**config.mk**
```make
export PLATFORM = sky130hd
export DESIGN_NAME = baud_clock_gen
export DESIGN_NICKNAME = d
export VERILOG_FILES = /design/src/rtl/bcg_pkg.sv /design/src/rtl/bcg_datapath.sv /design/src/rtl/bcg_control.sv /design/src/rtl/baud_clock_gen.sv
export SDC_FILE = /design/constraint.sdc
export NUM_CORES = 1
export LEC_CHECK = 0
export BUFFER_PORTS_ARGS = -buffer_cell sky130_fd_sc_hd__buf_4
export CORE_UTILIZATION = 62
export CTS_CLUSTER_DIAMETER = 30
export DETAILED_ROUTE_END_ITERATION = 8
export PLACE_DENSITY = 0.92
export SLEW_MARGIN = 15
export SYNTH_ARGS = -nofsm -noshare
export SYNTH_HDL_FRONTEND = slang
export SYNTH_SLANG_ARGS = --single-unit
```
**constraint.sdc**
```tcl
create_clock -name clk -period 3.2 [get_ports clk]
set_input_delay 0.32 -clock clk [delete_from_list [all_inputs] [get_ports clk]]
set_output_delay 0.32 -clock clk [all_outputs]
set_load 0.02 [all_outputs]
```
**src/rtl/bcg_pkg.sv**
```systemverilog
package bcg_pkg;

  typedef enum logic [1:0] {
    MODE_ASYNC_NORM  = 2'd0,
    MODE_ASYNC_DBL   = 2'd1,
    MODE_SYNC_MASTER = 2'd2,
    MODE_SYNC_SLAVE  = 2'd3
  } bcg_mode_e;

  // Strobes from control to datapath, one cycle each.
  typedef struct packed {
    logic loadHi;
    logic loadLo;
    logic reloadCnt;
    logic decCnt;
    logic prescStep;
    logic prescClear;
    logic toggleStep;
  } bcg_strobes_t;

endpackage

```
**src/rtl/bcg_datapath.sv**
```systemverilog
module bcg_datapath
  import bcg_pkg::*;
#(
  parameter int DIV_W       = 12,
  parameter int BYTE_W      = 8,
  parameter int PRESC_W     = 4,
  parameter int SYNC_STAGES = 2
) (
  input  logic               clk,
  input  logic               rst,
  input  bcg_strobes_t       strb,
  input  logic [BYTE_W-1:0]  wrData,
  input  logic               extClk,
  output logic               cntZero,
  output logic               armed,
  output logic [PRESC_W-1:0] prescCnt,
  output logic               toggleQ,
  output logic               extRise,
  output logic               extFall
);

  localparam int HI_W = DIV_W - BYTE_W;

  logic [HI_W-1:0]  divHi;
  logic [DIV_W-1:0] divReg;
  logic [DIV_W-1:0] cnt;
  logic [DIV_W-1:0] loValue;

  assign loValue = {divHi, wrData};

  // Upper divisor bits: held until the lower byte completes the value
  always_ff @(posedge clk) begin
    if (rst)              divHi <= '0;
    else if (strb.loadHi) divHi <= wrData[HI_W-1:0];
  end

  // Full divisor and arming flag
  always_ff @(posedge clk) begin
    if (rst) begin
      divReg <= '0;
      armed  <= 1'b0;
    end else if (strb.loadLo) begin
      divReg <= loValue;
      armed  <= 1'b1;
    end
  end

  // Down-counter: lower-byte write takes priority over the zero reload
  always_ff @(posedge clk) begin
    if (rst)                 cnt <= '0;
    else if (strb.loadLo)    cnt <= loValue;
    else if (strb.reloadCnt) cnt <= divReg;
    else if (strb.decCnt)    cnt <= cnt - 1'b1;
  end

  assign cntZero = (cnt == '0);

  // Transmit prescaler over base ticks
  always_ff @(posedge clk) begin
    if (rst)                  prescCnt <= '0;
    else if (strb.prescClear) prescCnt <= '0;
    else if (strb.prescStep)  prescCnt <= prescCnt + 1'b1;
  end

  // Master serial clock toggle
  always_ff @(posedge clk) begin
    if (rst)                  toggleQ <= 1'b0;
    else if (strb.toggleStep) toggleQ <= ~toggleQ;
  end

  // External clock synchronizer chain plus one history stage
  logic [SYNC_STAGES-1:0] syncQ;
  logic                   histQ;

  always_ff @(posedge clk) begin
    if (rst) syncQ[0] <= 1'b0;
    else     syncQ[0] <= extClk;
  end

  generate
    for (genvar s = 1; s < SYNC_STAGES; s++) begin : g_sync
      always_ff @(posedge clk) begin
        if (rst) syncQ[s] <= 1'b0;
        else     syncQ[s] <= syncQ[s-1];
      end
    end
  endgenerate

  always_ff @(posedge clk) begin
    if (rst) histQ <= 1'b0;
    else     histQ <= syncQ[SYNC_STAGES-1];
  end

  assign extRise =  syncQ[SYNC_STAGES-1] & ~histQ;
  assign extFall = ~syncQ[SYNC_STAGES-1] &  histQ;

endmodule

```
**src/rtl/bcg_control.sv**
```systemverilog
module bcg_control
  import bcg_pkg::*;
#(
  parameter int PRESC_W   = 4,
  parameter int NORM_RATIO = 16,
  parameter int DBL_RATIO  = 8
) (
  input  logic               syncMode,
  input  logic               dblSpeed,
  input  logic               clkPinOut,
  input  logic               clkPolarity,
  input  logic               divHiWe,
  input  logic               divLoWe,
  input  logic               cntZero,
  input  logic               armed,
  input  logic [PRESC_W-1:0] prescCnt,
  input  logic               toggleQ,
  input  logic               extRise,
  input  logic               extFall,
  output bcg_strobes_t       strb,
  output logic               txTick,
  output logic               rxBaseTick,
  output logic               clkOut
);

  localparam logic [PRESC_W-1:0] NORM_TERM = PRESC_W'(NORM_RATIO - 1);
  localparam logic [PRESC_W-1:0] DBL_TERM  = PRESC_W'(DBL_RATIO - 1);

  bcg_mode_e        mode;
  logic             baseTick;
  logic             prescEnd;
  logic [PRESC_W-1:0] term;
  logic             launchEdge;
  logic             sampleEdge;

  // Double-speed only matters outside synchronous mode
  always_comb begin
    if (syncMode) mode = clkPinOut ? MODE_SYNC_MASTER : MODE_SYNC_SLAVE;
    else          mode = dblSpeed  ? MODE_ASYNC_DBL   : MODE_ASYNC_NORM;
  end

  assign baseTick = armed & cntZero;
  assign term     = (mode == MODE_ASYNC_DBL) ? DBL_TERM : NORM_TERM;
  assign prescEnd = (prescCnt >= term);

  assign launchEdge = clkPolarity ? extFall : extRise;
  assign sampleEdge = clkPolarity ? extRise : extFall;

  always_comb begin
    strb            = '0;
    strb.loadHi     = divHiWe;
    strb.loadLo     = divLoWe;
    strb.reloadCnt  = baseTick;
    strb.decCnt     = armed & ~cntZero;
    strb.prescStep  = baseTick & ~syncMode;
    strb.prescClear = baseTick & ~syncMode & prescEnd;
    strb.toggleStep = baseTick & (mode == MODE_SYNC_MASTER);
  end

  always_comb begin
    txTick     = 1'b0;
    rxBaseTick = 1'b0;
    clkOut     = 1'b0;
    unique case (mode)
      MODE_ASYNC_NORM, MODE_ASYNC_DBL: begin
        rxBaseTick = baseTick;
        txTick     = baseTick & prescEnd;
      end
      MODE_SYNC_MASTER: begin
        rxBaseTick = baseTick;
        txTick     = baseTick & (toggleQ == clkPolarity);
        clkOut     = toggleQ;
      end
      MODE_SYNC_SLAVE: begin
        rxBaseTick = sampleEdge;
        txTick     = launchEdge;
      end
      default: ;
    endcase
  end

endmodule

```
**src/rtl/baud_clock_gen.sv**
```systemverilog
module baud_clock_gen
  import bcg_pkg::*;
#(
  parameter int DIV_W       = 12,
  parameter int BYTE_W      = 8,
  parameter int NORM_RATIO  = 16,
  parameter int DBL_RATIO   = 8,
  parameter int SYNC_STAGES = 2
) (
  input  logic              clk,
  input  logic              rst,
  input  logic              divHiWe,
  input  logic              divLoWe,
  input  logic [BYTE_W-1:0] divData,
  input  logic              syncMode,
  input  logic              dblSpeed,
  input  logic              clkPinOut,
  input  logic              clkPolarity,
  input  logic              extClk,
  output logic              txTick,
  output logic              rxBaseTick,
  output logic              clkOut
);

  localparam int PRESC_W = $clog2(NORM_RATIO);

  bcg_strobes_t       strb;
  logic               cntZero;
  logic               armed;
  logic [PRESC_W-1:0] prescCnt;
  logic               toggleQ;
  logic               extRise;
  logic               extFall;

  bcg_control #(
    .PRESC_W   (PRESC_W),
    .NORM_RATIO(NORM_RATIO),
    .DBL_RATIO (DBL_RATIO)
  ) u_ctrl (
    .syncMode   (syncMode),
    .dblSpeed   (dblSpeed),
    .clkPinOut  (clkPinOut),
    .clkPolarity(clkPolarity),
    .divHiWe    (divHiWe),
    .divLoWe    (divLoWe),
    .cntZero    (cntZero),
    .armed      (armed),
    .prescCnt   (prescCnt),
    .toggleQ    (toggleQ),
    .extRise    (extRise),
    .extFall    (extFall),
    .strb       (strb),
    .txTick     (txTick),
    .rxBaseTick (rxBaseTick),
    .clkOut     (clkOut)
  );

  bcg_datapath #(
    .DIV_W      (DIV_W),
    .BYTE_W     (BYTE_W),
    .PRESC_W    (PRESC_W),
    .SYNC_STAGES(SYNC_STAGES)
  ) u_dp (
    .clk     (clk),
    .rst     (rst),
    .strb    (strb),
    .wrData  (divData),
    .extClk  (extClk),
    .cntZero (cntZero),
    .armed   (armed),
    .prescCnt(prescCnt),
    .toggleQ (toggleQ),
    .extRise (extRise),
    .extFall (extFall)
  );

endmodule

```
Word-level counts from Yosys, hierarchy flattened
Index checks and enable logic that the tools add are counted.
- flip-flop bits (word level): 37
- input port bits: 17
- output and inout bits: 3
- logic and storage cells: 48
- $add $sub $neg: 2
- $lt $le $gt $ge: 1
- equality and inequality tests: 4
- muxes and demuxes: 12
- bitwise operators: 14
- reduce and logical (&&, ||, !) cells: 6
- operators by type and width (cell ; count):
    2-to-1 mux 12 bit ; 3
    zero test 12 bit ; 1
    subtractor 12 x 1 -> 12 bit (second input constant) ; 1
    bitwise AND 1 bit ; 9
    2-to-1 mux 1 bit ; 5
    inverter 1 bit ; 5
    adder 4 x 1 -> 4 bit (second input constant) ; 1
    == test 2 bit (second input constant) ; 2
    greater-or-equal comparator 4 bit ; 1
    2-to-1 mux 4 bit ; 1
    OR reduction 2 bit ; 2
    case mux 1 bit (3 select lines) ; 1
    nonzero test 3 bit ; 1
    OR reduction 3 bit ; 1
    == test 2 x 1 -> 1 bit (second input constant) ; 1
    zero test 2 bit ; 1
    2-to-1 mux 2 bit ; 1
    case mux 1 bit (2 select lines) ; 1
    == test 1 bit ; 1

Longest topological paths before layout
Gate-level depths: netlist of the first run.
- depth after elaboration: 7
- depth in mapped cells: 8
- depth with buffers taken out: 6

Hierarchy
From an unflattened synthesis of the first run, not the netlist that was laid out.
- cells, all modules: 223
- area, all modules: 1974.4 um^2
- modules (own cells, without submodules) (module ; instances ; cells each ; area each (um^2) ; sequential area each (um^2)):
    bcg_datapath ; 1 ; 202 ; 1828.0 ; 740.7
    bcg_control ; 1 ; 21 ; 146.4 ; 0.0

Worst setup path after synthesis of the first run
OpenSTA, ideal clock, no wires.
- path type: register to output
- from: reg u_dp.cnt[2]
- to: out rxBaseTick
- data arrival time: 2.296 ns
- required time: 2.880 ns
- path slack: 0.584 ns
- stages on the path, launching flop included: 7
- path buffers: 3
- cell sequence: dfxtp_1 or4_1 buf_2 or4_4 buf_6 buf_2 o21ai_0
- longest elaborated chain between the ends: 3
- ends and longest elaborated chain (element ; line ; RTL):
    start, declared ; bcg_datapath.sv:26 ; logic [DIV_W-1:0] cnt;
    start signal, assigned ; bcg_datapath.sv:51 ; else if (strb.loadLo) cnt <= loValue;
    start signal, assigned ; bcg_datapath.sv:52 ; else if (strb.reloadCnt) cnt <= divReg;
    start signal, assigned ; bcg_datapath.sv:53 ; else if (strb.decCnt) cnt <= cnt - 1'b1;
    zero test 12 bit ; bcg_datapath.sv:56 ; assign cntZero = (cnt == '0);
    bitwise AND 1 bit ; bcg_control.sv:42 ; assign baseTick = armed & cntZero;
    case mux 1 bit (2 select lines) ; bcg_control.sv:64 ; unique case (mode)
    end, declared ; baud_clock_gen.sv:21 ; output logic rxBaseTick,
Every way passes these cells.

Worst setup path after layout of the first run
Same ends and word-level chain as after synthesis.

==> reports/metrics.yaml, run 1 <==
synthesis:
  syn-num-nets: 240
  synth_fa_ha_area_share_pct: 2.668
  synth_top_cell_area_share_pct: 39.49
  synth.most_common_cell: "nor2_1"
  yosys.area.top_type: "dfxtp_1"
  synth_compound_area_share_pct: 19.41
  synth_simple_gate_area_share_pct: 21.75
  synth_common_cells: "43 x nor2_1, 37 x dfxtp_1, 18 x mux2i_1"
  synth_top_family_by_area: "simple AND/OR/NAND/NOR gates"
  ys_ff_latch: 37
  synth_edf_count: 0
  async_flop_share_pct: 0
  synthTopCellsByArea: "dfxtp_1 39%, mux2i_1 9.6%, nor2_1 8.6%"
  synth_mux_area_share_pct: 9.606
  mappedNetlistArea_sq_mm: 0.001876
  ys_types: 39
  synth_cells: 219
  synthXorXnorAreaFrac_pct: 2.335
  synth.yosys.seq_area_share_pct: 39.49
  ys_warn_count: 0
  synthFlopType: "dfxtp_1"
  avgSynthCellArea_sq_um: 8.564
worst_hold_path:
  min_from: "extClk"
  holdPathEnd: "u_dp.syncQ[0]$_SDFF_PP0_"
  holdCritPathClass: "in2reg"
  hold_depth: 2
setup_path:
  slowest_stage: "or4_4"
  max_stage_delay_ns: 0.69
  critical_path_class: "reg2out"
  start_kind: "flip-flop"
  r2r-end: "u_dp.toggleQ$_SDFFE_PP0P_"
  critPathArrivalTime_ns: 2.44
  worstPathRequired_ns: 2.88
  reg2regPathDepth: 4
  ff2ff_setup_slack_ns: 0.88
  crit_fanout: 18
  crit_buf_inv: 1
  r2r_start: "u_dp.cnt[2]$_SDFFE_PP0P_"
  critPathCaptureType: "primary output"
  cp_top_family: "simple AND/OR/NAND/NOR gates"
  path_cells: "or4_1, or4_4, o21ai_0, buf_4"
sta:
  slew-limit-headroom_pct: 41.48
  final.min_clock_period_ns: 2.763
  slew_viol_final: 0
  fmax_ghz: 0.3619
  setup_viol: 0
  period_share_pct: 86.35
  fin_tns_setup_ns: 0
  grt_setup_unrepaired: "false"
  worstMarginPinSlew_ns: 0.8746
  fin_skew_ns: 0.01125
  finalHoldViolations: 0
global_routing:
  antenna_found_initial: 0
  grt_pass1_wl_um: 6244
  overflow: 0
  grt_pass1_vias: 1456
  grt.total_usage_pct: 24.65
  grt_start_max_net_pins: 40
finish:
  antennaDiodeCount: 0
  final_cells: 264
  area_growth_pct: 9.673
  drive_gt1_share_pct: 14.59
  final_nets: 253
placement:
  finalWeightedCongestion: 0.8713
  numPortBuffers: 19
  dp_hpwl_um: 2622
  dp_cells: 256
pwr:
  peakVddDrop_mv: 0.3348
  powerDensity_mw_per_mm2: 450.3
  p_leak_nw: 0.8548
clock_tree:
  cts_sinks: 37
  tritoncts: "done"
  post_cts.repair.setup_buffers: 0
  hold_buffers: 0
  cts_buffers: 5
  clock_latency_ns: 0.34
  htree_levels: 2
  clockBufferDepth: 2
  cts_resized: 0
  clockRootBuffer: "clkbuf_4"
  clk_pin_slew_ns: 0.12
floorplanning:
  start_util_pct: 66.86
  rows: 19
  core_area_sq_mm: 0.002805
  die_h_um: 57
  fp.dieArea_sq_mm: 0.003249
  io_pins: 20
  die_w_um: 57
outcome:
  violations: "DRC"
  status: "finished with violations"
flow_run:
  cap_violations: 0
drt:
  routed_wl_um: 3828
  drc: 2
  ant_nets: 0
  first_pass_iters: 6
  viasPerCell: 6.144
  vias: 1622
  first_iter_violations: 91
  routedWlPerCell_um: 14.50
power by group:
part	switching [mW]	total (mW)	internal, mW
logic	0.0985	0.178	0.0791
clock network	0.151	0.235	0.0838
registers	0.0274	0.514	0.486
total	0.277	0.926	0.649
worst reg2reg max path: stages, from the launching register on:
cell     delay (ns)
dfxtp_1        0.38
or4_1          0.67
or4_4          0.69
or3_1          0.38
a21oi_1        0.13
final cells by class:
| class | count | area [sq um] |
|---|---|---|
| clock inverters | 2 | 10.01 |
| inverters | 6 | 22.52 |
| repair buffers | 21 | 157.7 |
| clock buffers | 6 | 41.29 |
| well taps | 31 | 38.79 |
| fillers | 243 | 748.2 |
| multi-input cells | 161 | 1046 |
| flip-flops and latches | 37 | 740.7 |
placed cells by master, fill, tap and decap left out, types with 3 or more instances in the layout:
cell,count
a31oi_1,3
o32ai_1,10
a22oi_1,11
buf_4,21
ha_1,4
xor2_1,3
o21ai_0,8
nor2_1,43
clkbuf_4,5
nand2_1,4
o31ai_1,3
o22ai_1,4
dfxtp_1,37
a21oi_1,9
inv_1,6
and3_1,3
nand3_1,3
nor2b_1,6
mux2i_1,18
nor3_1,6
worst max-delay path by stage:
stage / end / slack [ns] / startpoint / cells after the start
2_1_floorplan: rxBaseTick / 0.58 / u_dp.cnt[2]$_SDFFE_PP0P_ / 6
3_3_place_gp: rxBaseTick / 0.84 / u_dp.cnt[2]$_SDFFE_PP0P_ / 4
3_5_place_dp: rxBaseTick / 0.83 / u_dp.cnt[2]$_SDFFE_PP0P_ / 4
4_1_cts: rxBaseTick / 0.43 / u_dp.cnt[2]$_SDFFE_PP0P_ / 4
5_1_grt: rxBaseTick / 0.31 / u_dp.cnt[2]$_SDFFE_PP0P_ / 4
6_report: rxBaseTick / 0.44 / u_dp.cnt[2]$_SDFFE_PP0P_ / 4
registers in the layout (all words and copies together) (netlist names):
register	cells
u_dp.toggleQ	1
u_dp.prescCnt	4
u_dp.armed	1
u_dp.cnt	12
u_dp.histQ	1
u_dp.syncQ	2
u_dp.divHi	4
u_dp.divReg	12
layer usage:
| metal | global-route usage (%) | vias up | wire (um) |
|---|---|---|---|
| met2 | 40.84 | 32 | 1842 |
| met5 | 0 | - | 0 |
| li1 | - | 826 | - |
| met1 | 31.26 | 759 | 1818 |
| met3 | 4.762 | 5 | 126 |
| met4 | 11.15 | 0 | 40 |
stage by stage:
| step | worst slack, ns | instance area [sq um] | hold WS, ns | total power [mW] | utilization [%] |
|---|---|---|---|---|---|
| after floorplan | 0.5839 | 1876 | 0.4138 | 0.6521 | - |
| after global placement | 0.8438 | 2006 | 0.4148 | 0.6934 | 71.50 |
| after detailed placement | 0.8257 | 2006 | 0.4527 | 0.6987 | 71.50 |
| after CTS | 0.4346 | 2057 | 0.1808 | 0.9264 | 73.33 |
| after global routing | 0.3149 | 2057 | 0.2111 | 0.9728 | 73.33 |
| final | 0.4367 | 2057 | 0.1883 | 0.9262 | 73.33 |
kinds of logic (layout without fill, tap and decap cells):
| logic type | after synthesis | after routing |
|---|---|---|
| AOI/OAI and AO/OA | 53 | 53 |
| xor gates and xnor gates | 5 | 5 |
| adders and majority gates | 4 | 4 |
| buffers and inverters | 21 | 35 |
| DFF | 37 | 37 |
| muxes | 18 | 18 |
| and+or+nand+nor | 81 | 81 |
(Power assumes the default switching activity.)
==> inputs of run 2 (changes only) <==
==> constraint.sdc (replaced) <==
create_clock -name clk -period 3.2 [get_ports clk]
set_input_delay 0.64 -clock clk [delete_from_list [all_inputs] [get_ports clk]]
set_output_delay 0.64 -clock clk [all_outputs]
set_load 0.02 [all_outputs]
==> reports/metrics.yaml, run 2 (same netlist as run 1, synthesis figures left out) <==
drt:
  vias: 1623
  first_iter_violations: 70
  ant_nets: 0
  drc: 2
  first_pass_iters: 6
  routed_wl_um: 3749
  routedWlPerCell_um: 14.25
  viasPerCell: 6.171
sta:
  setup_viol: 0
  slew_viol_final: 0
  fin_tns_setup_ns: 0
  slew-limit-headroom_pct: 44.51
  grt_setup_unrepaired: "false"
  finalHoldViolations: 0
  layout_setup_ws_ns: 0.1159
  fin_skew_ns: 0.01369
  worstMarginPinSlew_ns: 0.8293
  final.min_clock_period_ns: 3.084
  period_share_pct: 96.38
  fmax_ghz: 0.3242
setup_path:
  critical_path_class: "reg2out"
  crit_buf_inv: 1
  cp_top_family: "simple AND/OR/NAND/NOR gates"
  path_cells: "or4_1, or4_4, o21ai_0, buf_4"
  critPathArrivalTime_ns: 2.44
  crit_fanout: 18
  max_stage_delay_ns: 0.69
  slowest_stage: "or4_4"
  worstPathRequired_ns: 2.56
  start_kind: "flip-flop"
  critPathCaptureType: "primary output"
finish:
  antennaDiodeCount: 0
  drive_gt1_share_pct: 14.22
  final_nets: 253
  top_regs: "u_dp.cnt (12), u_dp.divReg (12)"
  final_util_pct: 73.46
  area_growth_pct: 9.873
  final_cell_mix: "43 x nor2_1, 37 x dfxtp_1, 21 x buf_4"
  mostFrequentLayoutCell: "nor2_1"
clock_tree:
  cts_sinks: 37
  tritoncts: "done"
  clockRootBuffer: "clkbuf_4"
  cts_buffers: 5
  post_cts.repair.setup_buffers: 0
  clockBufferDepth: 2
  clk_pin_slew_ns: 0.10
  cts_resized: 0
  htree_levels: 2
  clock_latency_ns: 0.34
  hold_buffers: 0
pwr:
  powerDensity_mw_per_mm2: 455.0
  p_leak_nw: 0.8542
  peakVddDrop_mv: 0.3486
placement:
  place_ws_ns: 0.4977
  finalWeightedCongestion: 0.8733
  dp_hpwl_um: 2586
  numPortBuffers: 19
outcome:
  violations: "DRC"
  status: "finished with violations"
global_routing:
  grt_pass1_wl_um: 6078
  top_usage_layer: "met2"
  grtUsageMet2_pct: 41.85
  grt_pass1_vias: 1409
  use_met3_pct: 6.803
  use_met1_pct: 29.42
  overflow: 0
  grt_start_max_net_pins: 40
  antenna_found_initial: 0
  grt.total_usage_pct: 24.08
worst_hold_path:
  holdCritPathClass: "reg2reg"
floorplanning:
  die_w_um: 57
  die_h_um: 57
  io_pins: 20
  rows: 19
  fp.dieArea_sq_mm: 0.003249
  start_util_pct: 66.86
  core_area_sq_mm: 0.002805
flow_run:
  cap_violations: 0
-- run 2: metrics by stage --
step                      instances  cell area (sq um)  hold slack (ns)  power, mW
final                           263               2061           0.4465     0.9376
after global routing            263               2061           0.4813     0.9870
after CTS                       263               2061           0.4510     0.9395
after detailed placement        256               2006           0.4274     0.6983
after global placement          256               2006           0.4147     0.6936
after floorplan                 219               1876           0.4138     0.6521
-- run 2: power breakdown --
part,switching [mW],leakage (nW),internal [mW]
Combinational,0.0984,0.519,0.0791
Sequential,0.0271,0.304,0.486
Clock,0.143,0.0314,0.104
-- run 2: final cells by class --
type	count	area (sq um)
tap	31	38.79
sequential	37	740.7
timing repair buffer	21	157.7
clock buffer	7	55.05
inverter	6	22.52
multi-input combinational	161	1046
fill	229	744.5
-- run 2: worst reg2reg max path, cell delays in order, from the launching register on --
cell	delay, ns
dfxtp_1	0.38
or4_1	0.67
or4_4	0.69
or3_1	0.38
a21oi_1	0.13
-- run 2: worst paths after layout --
check	startpoint	to	slack [ns]	cells after the start
setup / recovery	u_dp.cnt[2]$_SDFFE_PP0P_	rxBaseTick	0.12	4
hold / removal	u_dp.syncQ[0]$_SDFF_PP0_	u_dp.syncQ[1]$_SDFF_PP0_	0.45	1
setup reg to reg	u_dp.cnt[2]$_SDFFE_PP0P_	u_dp.toggleQ$_SDFFE_PP0P_	0.89	4
hold reg to reg	u_dp.syncQ[0]$_SDFF_PP0_	u_dp.syncQ[1]$_SDFF_PP0_	0.45	1
-- run 2: per-layer routing --
metal / routed length [um] / vias to the layer above
met5: 0 / -
met4: 32 / 0
li1: - / 819
met1: 1755 / 766
met3: 162 / 4
met2: 1799 / 34
==> inputs of run 3 (changes only) <==
--- a/config.mk
+++ b/config.mk
@@ -9,6 +9,7 @@
 export CORE_UTILIZATION = 62
 export CTS_CLUSTER_DIAMETER = 30
 export DETAILED_ROUTE_END_ITERATION = 8
+export GPL_TIMING_DRIVEN = 0
 export PLACE_DENSITY = 0.92
 export SLEW_MARGIN = 15
 export SYNTH_ARGS = -nofsm -noshare
==> reports/metrics.yaml, run 3 (same netlist as run 1, synthesis figures left out) <==
outcome:
  status: "finished with violations"
  violations: "DRC"
pwr:
  share_comb_of_total_power_pct: 19.4
  p_total_mw: 1.016
  clockPowerShare_pct: 30.2
  p_switching_uw: 284.8
  internal-power_uw: 730.8
  peakVddDrop_mv: 0.4570
  p_leak_nw: 0.8795
  powerDensity_mw_per_mm2: 475.8
  p_seq_share_pct: 50.4
  switching_share_pct: 28.04
sta:
  finalHoldViolations: 0
  period_share_pct: 96.18
  fin_tns_setup_ns: 0
  final.min_clock_period_ns: 3.078
  slew-limit-headroom_pct: 33.18
  worstMarginPinSlew_ns: 0.9884
  fin_skew_ns: 0.01079
  grt_setup_unrepaired: "false"
  setup_viol: 0
  fmax_ghz: 0.3249
  slew_viol_final: 0
clock_tree:
  htree_levels: 2
  clk_pin_slew_ns: 0.11
  tritoncts: "done"
  clockRootBuffer: "clkbuf_4"
  clock_latency_ns: 0.34
  cts_buffers: 5
  clockBufferDepth: 2
  cts_sinks: 37
  hold_buffers: 0
drt:
  vias: 1731
  first_iter_violations: 145
  routedWlPerCell_um: 15.71
  first_pass_iters: 7
  drc: 2
  viasPerCell: 6.295
  ant_nets: 0
  routed_wl_um: 4321
finish:
  mostFrequentLayoutCell: "nor2_1"
  multi_input_area_sq_mm: 0.001055
  final_nets: 265
  fill_cells: 205
  drive_gt1_share_pct: 14.34
  seqCellArea_sq_um: 742.0
  top_regs: "u_dp.cnt (12), u_dp.divReg (12)"
  area_growth_pct: 13.81
  antennaDiodeCount: 0
  final_cell_mix: "43 x nor2_1, 36 x dfxtp_1, 19 x buf_4"
global_routing:
  grt_start_max_net_pins: 19
  grt_pass1_wl_um: 7189
  grt_pass1_vias: 1616
  overflow: 0
  grt.total_usage_pct: 28.77
  antenna_found_initial: 0
worst_hold_path:
  holdCritPathClass: "reg2reg"
  holdPathEnd: "u_dp.syncQ[1]$_SDFF_PP0_"
  hold_depth: 1
  min_from: "u_dp.syncQ[0]$_SDFF_PP0_"
setup_path:
  critPathArrivalTime_ns: 2.44
  r2r_start: "u_dp.cnt[7]$_SDFFE_PP0P_"
  max_stage_delay_ns: 0.53
  worstPathRequired_ns: 2.56
  start_kind: "flip-flop"
  path_cells: "or4_1, buf_2, or4_4, buf_6, o21ai_0, buf_4"
  critPathCaptureType: "primary output"
  reg2regPathDepth: 5
  critical_path_class: "reg2out"
  slowest_stage: "or4_1"
  r2r-end: "u_dp.prescCnt[0]$_SDFFE_PP0P_"
  ff2ff_setup_slack_ns: 0.79
  crit_fanout: 18
placement:
  dp_hpwl_um: 3095
  numPortBuffers: 17
  finalWeightedCongestion: 0.9403
floorplanning:
  core_area_sq_mm: 0.002805
  die_h_um: 57
  start_util_pct: 66.86
  fp.dieArea_sq_mm: 0.003249
  rows: 19
  io_pins: 20
  die_w_um: 57
flow_run:
  cap_violations: 0
[run 3: stage by stage]
step / hold slack, ns / setup slack (ns) / std cells / instance area [sq um] / utilization (%)
2_1_floorplan: 0.4138 / 0.2639 / 219 / 1876 / -
3_3_place_gp: 0.4159 / 0.3175 / 267 / 2042 / 72.79
3_5_place_dp: 0.4594 / 0.2483 / 267 / 2042 / 72.79
4_1_cts: 0.4744 / 0.1192 / 273 / 2120 / 75.56
5_1_grt: 0.5005 / 0.04179 / 275 / 2135 / 76.09
6_report: 0.4715 / 0.1223 / 275 / 2135 / 76.09
[run 3: worst max-delay path: cells and delay by family (launching register included)]
family / cells / cell delay [ns]
and+or+nand+nor: 2 / 1.05
AOI/OAI and AO/OA: 1 / 0.16
DFF: 1 / 0.37
buffers and inverters: 3 / 0.53
[run 3: worst max-delay path by stage]
stage / from / endpoint / cells after the start
floorplan: u_dp.cnt[2]$_SDFFE_PP0P_ / rxBaseTick / 6
global placement: u_dp.cnt[2]$_SDFFE_PP0P_ / rxBaseTick / 7
detailed placement: u_dp.cnt[2]$_SDFFE_PP0P_ / txTick / 6
CTS: u_dp.cnt[2]$_SDFFE_PP0P_ / txTick / 6
global route: u_dp.cnt[2]$_SDFFE_PP0P_ / rxBaseTick / 6
finish: u_dp.cnt[2]$_SDFFE_PP0P_ / rxBaseTick / 6
[run 3: power groups by stage]
stage / clock network (mW) / registers [mW] / logic (mW)
2_1_floorplan: 0 / 0.514 / 0.138
3_5_place_dp: 0 / 0.520 / 0.189
6_report: 0.307 / 0.511 / 0.197
4_1_cts: 0.310 / 0.510 / 0.191
3_3_place_gp: 0 / 0.519 / 0.183
5_1_grt: 0.335 / 0.514 / 0.217
[run 3: what timing repair did]
item	4_1_cts	5_1_grt
buffers inserted	0	2
pin swaps	0	1
resized for setup	2	0
endpoints found under the hold margin	0	0
endpoints found under the setup margin	2	1
[run 3: cell type report]
class,instances,share of cell area (%)
clock buffer,5,1.758
timing repair buffer,19,6.682
tap,31,1.817
clock inverter,2,1.641
multi-input combinational,161,49.41
sequential,37,34.76
inverter,6,1.055
buffer,14,2.872
[run 3: metal layers]
metal  track usage [%]  vias to the layer above  routed length (um)  part of all wire (%)
li1                  -                      849                   -                     -
met1             36.14                      809                1859                    43
met2             49.24                       66                2093                    48
met3             7.029                        7                 321                   7.4
met4             8.362                        0                  47                   1.1
met5                 0                        -                   0                     0
